==> config.mk <==
export PLATFORM = sky130hd
export DESIGN_NAME = brt_path
export DESIGN_NICKNAME = d
export VERILOG_FILES = /design/src/rtl/brt_pkg.sv /design/src/rtl/brt_src_mux.sv /design/src/rtl/brt_ramp.sv /design/src/rtl/brt_dither.sv /design/src/rtl/brt_path.sv
export SDC_FILE = /design/constraint.sdc
export NUM_CORES = 1
export LEC_CHECK = 0
export ABC_AREA = 0
export BUFFER_PORTS_ARGS = -buffer_cell sky130_fd_sc_hd__buf_2
export CORE_ASPECT_RATIO = 0.75
export CORE_MARGIN = 5
export CORE_UTILIZATION = 35
export CTS_CLUSTER_SIZE = 8
export DETAILED_ROUTE_END_ITERATION = 10
export HOLD_SLACK_MARGIN = 0.05
export PLACE_DENSITY_LB_ADDON = 0.15
export SLEW_MARGIN = 10
export SYNTH_ARGS = -nofsm -noshare
export SYNTH_HDL_FRONTEND = slang
export SYNTH_HIERARCHICAL = 1
export SYNTH_SLANG_ARGS = --single-unit
export TNS_END_PERCENT = 1
==> constraint.sdc <==
create_clock -name clk -period 48.6 [get_ports clk]
set_input_delay 9.72 -clock clk [delete_from_list [all_inputs] [get_ports clk]]
set_output_delay 9.72 -clock clk [all_outputs]
set_load 0.01 [all_outputs]
==> src/rtl/brt_pkg.sv <==
package brt_pkg;

    localparam int DUTY_W  = 16;
    localparam int CODE_W  = 12;
    localparam int FRAC_W  = DUTY_W - CODE_W;
    localparam int TICK_W  = 10;
    localparam int SRC_W   = 2;
    localparam int SLOPE_W = 3;
    localparam int DITH_W  = 3;

    typedef enum logic [SRC_W-1:0] {
        SRC_MEAS = 2'd0,
        SRC_RSV1 = 2'd1,
        SRC_REG  = 2'd2,
        SRC_RSV3 = 2'd3
    } src_e;

    typedef struct packed {
        logic              valid;
        logic [DUTY_W-1:0] value;
    } target_t;

    typedef struct packed {
        logic [DUTY_W-1:0] goal;
        logic [DUTY_W-1:0] level;
        logic [TICK_W-1:0] left;
    } ramp_t;

    // Ramp length in timebase ticks for each slope code.
    function automatic logic [TICK_W-1:0] slope_ticks(input logic [SLOPE_W-1:0] code);
        logic [TICK_W-1:0] n;
        case (code)
            3'd1:    n = TICK_W'(1);
            3'd2:    n = TICK_W'(2);
            3'd3:    n = TICK_W'(50);
            3'd4:    n = TICK_W'(100);
            3'd5:    n = TICK_W'(200);
            3'd6:    n = TICK_W'(300);
            3'd7:    n = TICK_W'(500);
            default: n = '0;
        endcase
        return n;
    endfunction

    // Dither depth in bits; unsupported codes mean off.
    function automatic logic [DITH_W-1:0] dither_bits(input logic [DITH_W-1:0] code);
        return (int'(code) <= FRAC_W) ? code : '0;
    endfunction

endpackage

==> src/rtl/brt_src_mux.sv <==
module brt_src_mux
    import brt_pkg::*;
(
    input  logic [DUTY_W-1:0] reg_brt,
    input  logic [DUTY_W-1:0] meas_duty,
    input  logic [SRC_W-1:0]  src_sel,
    output target_t           tgt
);
    src_e sel;

    always_comb begin
        sel = src_e'(src_sel);
        tgt = '0;
        case (sel)
            SRC_MEAS: begin
                tgt.valid = 1'b1;
                tgt.value = meas_duty;
            end
            SRC_REG: begin
                tgt.valid = 1'b1;
                tgt.value = reg_brt;
            end
            default: begin
                tgt.valid = 1'b0;
                tgt.value = '0;
            end
        endcase
    end
endmodule

==> src/rtl/brt_ramp.sv <==
module brt_ramp
    import brt_pkg::*;
(
    input  logic               clk,
    input  logic               rst,
    input  target_t            tgt,
    input  logic [SLOPE_W-1:0] slope_sel,
    input  logic               tick,
    output ramp_t              st,
    output logic               restart
);
    logic [DUTY_W:0]   diff;
    logic [DUTY_W:0]   mag;
    logic [DUTY_W:0]   quo;
    logic [DUTY_W-1:0] level_nxt;
    logic [TICK_W-1:0] len;

    assign restart = tgt.valid && (tgt.value != st.goal);
    assign len     = slope_ticks(slope_sel);

    always_comb begin
        diff = {1'b0, st.goal} - {1'b0, st.level};
        mag  = diff[DUTY_W] ? (~diff + 1'b1) : diff;
        if (st.left != '0)
            quo = mag / {{(DUTY_W + 1 - TICK_W){1'b0}}, st.left};
        else
            quo = '0;
        if (diff[DUTY_W])
            level_nxt = st.level - quo[DUTY_W-1:0];
        else
            level_nxt = st.level + quo[DUTY_W-1:0];
    end

    always_ff @(posedge clk) begin
        if (rst) begin
            st <= '0;
        end else if (restart) begin
            st.goal <= tgt.value;
            if (len == '0) begin
                st.level <= tgt.value;
                st.left  <= '0;
            end else begin
                st.left  <= len;
            end
        end else if (tick && tgt.valid && (st.left != '0)) begin
            st.level <= level_nxt;
            st.left  <= st.left - 1'b1;
        end
    end
endmodule

==> src/rtl/brt_dither.sv <==
module brt_dither
    import brt_pkg::*;
(
    input  logic              clk,
    input  logic              rst,
    input  logic [DUTY_W-1:0] level,
    input  logic [DITH_W-1:0] dither_sel,
    input  logic              tick,
    output logic [CODE_W-1:0] code
);
    logic [FRAC_W-1:0] frame;
    logic [DITH_W-1:0] nb;
    logic [FRAC_W-1:0] mask;
    logic [FRAC_W-1:0] frac;
    logic [FRAC_W-1:0] phase;
    logic [CODE_W-1:0] base;
    logic              bump;

    always_comb begin
        nb    = dither_bits(dither_sel);
        mask  = FRAC_W'((1 << nb) - 1);
        frac  = level[FRAC_W-1:0] >> (FRAC_W - int'(nb));
        phase = frame & mask;
        base  = level[DUTY_W-1:FRAC_W];
        bump  = (nb != '0) && (phase < frac) && (base != '1);
    end

    always_ff @(posedge clk) begin
        if (rst) begin
            frame <= '0;
            code  <= '0;
        end else begin
            if (tick)
                frame <= frame + 1'b1;
            code <= base + CODE_W'(bump);
        end
    end
endmodule

==> src/rtl/brt_path.sv <==
module brt_path
    import brt_pkg::*;
(
    input  logic               clk,
    input  logic               rst,
    input  logic [DUTY_W-1:0]  reg_brt,
    input  logic [DUTY_W-1:0]  meas_duty,
    input  logic [SRC_W-1:0]   src_sel,
    input  logic [SLOPE_W-1:0] slope_sel,
    input  logic [DITH_W-1:0]  dither_sel,
    input  logic               tick_1ms,
    output logic [DUTY_W-1:0]  duty_out,
    output logic [CODE_W-1:0]  cur_code
);
    target_t           tgt;
    ramp_t             st;
    logic              restart;
    logic [DUTY_W-1:0] goal;
    logic [TICK_W-1:0] left;

    brt_src_mux i_mux (
        .reg_brt   (reg_brt),
        .meas_duty (meas_duty),
        .src_sel   (src_sel),
        .tgt       (tgt)
    );

    brt_ramp i_ramp (
        .clk       (clk),
        .rst       (rst),
        .tgt       (tgt),
        .slope_sel (slope_sel),
        .tick      (tick_1ms),
        .st        (st),
        .restart   (restart)
    );

    brt_dither i_dither (
        .clk        (clk),
        .rst        (rst),
        .level      (st.level),
        .dither_sel (dither_sel),
        .tick       (tick_1ms),
        .code       (cur_code)
    );

    assign duty_out = st.level;
    assign goal     = st.goal;
    assign left     = st.left;
endmodule

Word level (Yosys, flattened, before mapping) --
Index checks and enable logic that the tools add are counted.
Operators by class: reductions and logical operators 11, $add $sub $neg 9, div/mod/pow operators 1, bitwise gates (word level) 2, muxes and demuxes 10, magnitude comparators 2, shift-type cells 2, eq/ne operators 11
Operators with widths (number):
- 9-bit one-hot mux with 7 select lines | 1
- 26-bit 2-to-1 mux | 2
- 16-bit 2-to-1 mux | 3
- 17-bit one-hot mux with 2 select lines | 1
- 4-bit by 32-bit >> shifter with 4-bit output | 1
- 17-bit by 1-bit adder with 17-bit output (second input constant) | 1
- 17-bit by 10-bit divider with 17-bit output | 1
- 17-bit 2-to-1 mux | 1
- 17-bit NOT | 1
- 16-bit by 16-bit subtractor with 17-bit output | 1
- 16-bit adder | 1
- 16-bit != test | 1
- 16-bit subtractor | 1
- 12-bit by 1-bit adder with 12-bit output | 1
- 3-bit == test (second input constant) | 4
- 12-bit != test (second input constant) | 1
- 10-bit zero test | 1
- 10-bit nonzero test | 1
- 10-bit by 1-bit subtractor with 10-bit output (second input constant) | 1
- 9-bit 2-to-1 mux | 1
- 3-bit by 2-bit == test with 1-bit output (second input constant) | 2
- 1-bit logical AND | 5
- 4-bit by 1-bit adder with 4-bit output (second input constant) | 1
- 4-bit AND | 1
- 13 further kinds | 13
Storage, ports and cells: input bits 43, word-level logic and storage cells 53, output and inout bits 28, register bits after elaboration 58

Longest topological paths before layout --
word-level depth 10, gate-level depth with buffers 220

Hierarchy --
The synthesis kept the hierarchy.
By module, submodules not included:
- brt_ramp | area an instance 10724.0 um2, seq. area each 840.8 um2, times used 1, cells an instance 1514
- brt_dither | area an instance 938.4 um2, seq. area each 320.3 um2, times used 1, cells an instance 101
- brt_src_mux | area an instance 265.3 um2, seq. area each 0.0 um2, times used 1, cells an instance 37

Least setup slack after synthesis --
OpenSTA, ideal clock, no wires.
path type reg2reg, from reg i_ramp/st[26] (netlist name), to reg i_ramp/st[25] (netlist name), data arrival time 40.848 ns, library setup time 0.132 ns, setup slack 7.619 ns, cell stages (with the launch flop) 213, path buffers 12, data required time 48.468 ns, path through dfxtp_1 > inv_1 > ha_1 > fa_1 > nand2b_1 > a211oi_2 > o2111ai_2 > o21ai_2 > nor2_2 > or4_4 > or4b_2 > nor2_1 > ha_1 > o211ai_1 > nand3_1 > or2_2 > nand2_1 > ha_1 > [... 177 more ...] > o21ai_0 > a21boi_0 > o21ai_0 > a21boi_0 > o21ai_0 > nand2_1 > and2_1 > o21ai_0 > nand2b_1 > a21o_1 > a21o_1 > a21o_1 > a21oi_1 > xnor2_1 > nand2b_1 > a21oi_1 > o21bai_1 > o311ai_1
Between the ends: longest elaborated chain between the ends 10
RTL lines:
- 16-bit by 16-bit subtractor with 17-bit output | RTL line brt_ramp.sv:22 | diff = {1'b0, st.goal} - {1'b0, st.level};
- 17-bit NOT | RTL line brt_ramp.sv:23 | mag = diff[DUTY_W] ? (~diff + 1'b1) : diff;
- 17-bit by 1-bit adder with 17-bit output | RTL line brt_ramp.sv:23
- 17-bit 2-to-1 mux | RTL line brt_ramp.sv:23
- 17-bit by 10-bit divider with 17-bit output | RTL line brt_ramp.sv:25 | quo = mag / {{(DUTY_W + 1 - TICK_W){1'b0}}, st.left};
- 16-bit 2-to-1 mux | RTL line brt_ramp.sv:24 | if (st.left != '0)
- 16-bit adder or 16-bit subtractor (tied branches) | RTL line brt_ramp.sv:31, brt_ramp.sv:29
- 16-bit 2-to-1 mux | RTL line brt_ramp.sv:28 | if (diff[DUTY_W])
- 26-bit 2-to-1 mux | RTL line brt_ramp.sv:45 | end else if (tick && tgt.valid && (st.left != '0)) begin
- 26-bit 2-to-1 mux | RTL line brt_ramp.sv:37 | end else if (restart) begin
Parallel ways exist; a longest one is shown, timed or not. The select of a mux whose other input is x is not followed. A chain may end at the register's enable or synchronous reset.

Worst setup path in the final report --
from reg i_ramp/st[26] (netlist name), to reg i_ramp/st[25] (netlist name)
Between the ends: longest elaborated chain between the ends 10
RTL lines (RTL line):
- 16-bit by 16-bit subtractor with 17-bit output | brt_ramp.sv:22
- 17-bit NOT | brt_ramp.sv:23
- 17-bit by 1-bit adder with 17-bit output | brt_ramp.sv:23
- 17-bit 2-to-1 mux | brt_ramp.sv:23
- 17-bit by 10-bit divider with 17-bit output | brt_ramp.sv:25
- 16-bit 2-to-1 mux | brt_ramp.sv:24
- 16-bit adder or 16-bit subtractor (tied branches) | brt_ramp.sv:31, brt_ramp.sv:29
- 16-bit 2-to-1 mux | brt_ramp.sv:28
- 26-bit 2-to-1 mux | brt_ramp.sv:45
- 26-bit 2-to-1 mux | brt_ramp.sv:37
Parallel ways exist; a longest one is shown, timed or not. The select of a mux whose other input is x is not followed.

==> results by group <==
CTS
  – CTS buffer count: 9
  – CTS H-tree lvls: 3
  – CTS clk-pin slew, worst paths: 60 ps
  – TritonCTS Sinks: 58
  – Longest Clk Path Bufs: 2
  – CTS tree: built
  – Worst skew pair latency: 350 ps
  – CTS root buffer: clkbuf_16

Critical path
  – Startpoint types: flip-flop
  – Worst Path Required: 48810 ps
  – Crit Reg-Reg Startpoint: i_ramp/st[26]
  – R2R Setup Slk: 3830 ps
  – Slowest-stage cell, CP: or4b_2
  – RR Endpoint: i_ramp/st[25]
  – Register-to-Register Path Depth: 206
  – Worst path arrival time: 44980 ps
  – Crit path capture type: flip-flop
  – Worst path most repeated cell: o21a_1
  – CP endpoint: i_ramp/st[25]
  – Max incr delay on CP: 740 ps
  – Crit-path max FO: 25
  – Crit path launch: i_ramp/st[26]
  – Crit path kind: reg -> reg

Synthesis
  – Post-synth top cells: nand2_1 (187), nor2_1 (172), ha_1 (169)
  – Post-synth top area share: 17.73%
  – Top-count cell post-synth: nand2_1
  – EDFF count, synth: 0
  – Post-synth ARST share: 0%
  – Synth area leaders: ha_1 (18%), dfxtp_1 (9.7%), nand2_1 (5.9%), nor2_1 (5.4%), a21oi_1 (5.1%)
  – Sequential area share after synthesis: 9.735%
  – Synth unique cells: 99
  – Mapped Area: 11930 um2
  – Ys flop type: dfxtp_1
  – Synth warnings: 6
  – Yosys top cell by area: ha_1
  – #FFs+latches synth: 58
  – Post-Synthesis Cells: 1652
  – Post-synth net total: 1866
  – Mean area per synthesized cell: 7.220 um2

Routing
  – Post-Route WL: 41.12 mm
  – DRC errors left: 0
  – Via count: 12361
  – Routed vias/inst: 5.723
  – Met3 wire len: 2.450 mm
  – WL/cell: 19.04 um
  – Drt initial violations: 996
  – Antenna viol nets, final: 0
  – First-pass DRT Iterations: 5
  – Routed met2 length: 16.63 mm
  – Post-Route M1 WL: 21.67 mm
  – Top sig layer: met4

Floorplanning
  – Initial Util: 35.50%
  – Die X: 223.2 um
  – Num rows: 58
  – CORE AREA: 33600 um2
  – # IOs: 71
  – Die height: 169.9 um
  – Die area: 37910 um2

STA
  – Worst hold margin: 486.8 ps
  – Slew Viols, Final: 0
  – Worst-Margin Slew: 1267 ps
  – Min Tclk post-route: 44770 ps
  – Slew margin rel.: 14.72%
  – Tcrit/Tclk final: 92.12%
  – Fin. Hold Viols: 0
  – Worst Clk Skew: 10.21 ps
  – Fmax: 22.34 MHz
  – Final setup fails: 0

Placed design
  – Port bufs: 70
  – Post-DP HPWL: 32.83 mm
  – Routability cong.: 0.9002

GRT
  – Number of global-route vias before repair: 11317
  – Tot GR Track Use: 20.72%
  – Global route overflow: 0
  – Initial antenna violation count: 1
  – Largest net degree at the start of global routing: 60
  – First-pass GRT wire length: 63.87 mm

Final layout
  – Layout cells sized above 1: 11.70%
  – Area Growth Syn to Fin: 10.78%
  – N_diodes: 0
  – Nets: 1919

Status
  – Status: completed

Flow run
  – Max Cap Viol: 0

Hold path
  – Hold Path Depth: 2
  – HP Class: reg -> reg
[cells in the final DEF, fill, tap and decap left out, drive strengths merged, types with 63 or more instances in the layout]
| master | instances |
|---|---|
| o21ai | 77 |
| inv | 70 |
| xor2 | 63 |
| nand2 | 188 |
| nor3 | 76 |
| ha | 169 |
| a21oi | 123 |
| nor2 | 173 |
| buf | 92 |
| o21a | 68 |
[critical path, delay by kind of cell, from the launching register on]
| kind | cells | cell delay [ps] |
|---|---|---|
| compound gates | 113 | 23660 |
| simple gates | 57 | 10830 |
| fa+ha+maj | 21 | 5970 |
| mux | 6 | 2160 |
| buf+inv | 8 | 1290 |
| flops | 1 | 360 |
| xor+xnor | 1 | 220 |
[flip-flops by register name (all words and copies together), names as in the netlist]
signal / flops
i_ramp/st: 42
i_dither/code: 12
i_dither/frame: 4
[timing repair]
| action | in CTS | in global routing |
|---|---|---|
| endpoints found under the setup margin | 0 | 10 |
| hold buffers | 0 | 0 |
| setup buffers | 0 | 3 |
| resized for setup | 0 | 25 |
[how the worst min path moves through the flow]
| stage | from | end | slack, ps |
|---|---|---|---|
| floorplan | i_ramp/st[26] | i_ramp/st[26] | 460 |
| global placement | i_ramp/st[26] | i_ramp/st[26] | 480 |
| detailed placement | i_ramp/st[26] | i_ramp/st[26] | 480 |
| CTS | i_ramp/st[26] | i_ramp/st[26] | 490 |
| global route | i_ramp/st[26] | i_ramp/st[26] | 510 |
| finish | i_ramp/st[26] | i_ramp/st[26] | 490 |
[area by class of cell]
| type | instances | area, um2 |
|---|---|---|
| Timing Repair Buffer | 92 | 515.5 |
| Tap cell | 450 | 563.0 |
| Sequential cell | 58 | 1162 |
| Inverter | 69 | 259.0 |
| Multi-Input combinational cell | 1475 | 10390 |
| Clock buffer | 9 | 225.2 |
| Clock inverter | 7 | 102.6 |
| Fill cell | 3546 | 20390 |
[metal layers]
| metal | vias to the layer above | global-route usage [%] |
|---|---|---|
| met4 | 0 | 2.689 |
| met3 | 31 | 2.569 |
| met2 | 351 | 30.01 |
| li1 | 6217 | - |
| met1 | 5762 | 33.18 |
| met5 | - | 0 |
[logic make-up after synthesis]
kind of cell | synth area share, %
and+or+nand+nor | 25.92
adders and majority gates | 18.06
AOI/OAI and AO/OA | 27.79
xor gates and xnor gates | 8.885
buffers and inverters | 4.059
DFF | 9.735
muxes | 5.549
[stage by stage]
stage                     TNS [ps]  area, um2  setup WS [ps]  cells  utilization [%]
after floorplan                  0      11930           7619   1652                -
after global placement           0      12770           3019   2141            37.99
after detailed placement         0      12770           2340   2141            37.99
after CTS                        0      13090           2125   2157            38.97
after global routing        -17.11      13210         -17.11   2160            39.33
final                            0      13210           3831   2160            39.33
Power is left out: the tool's default activity adds up to more than one toggle a clock period on the data nets, which glitch-free logic cannot reach.
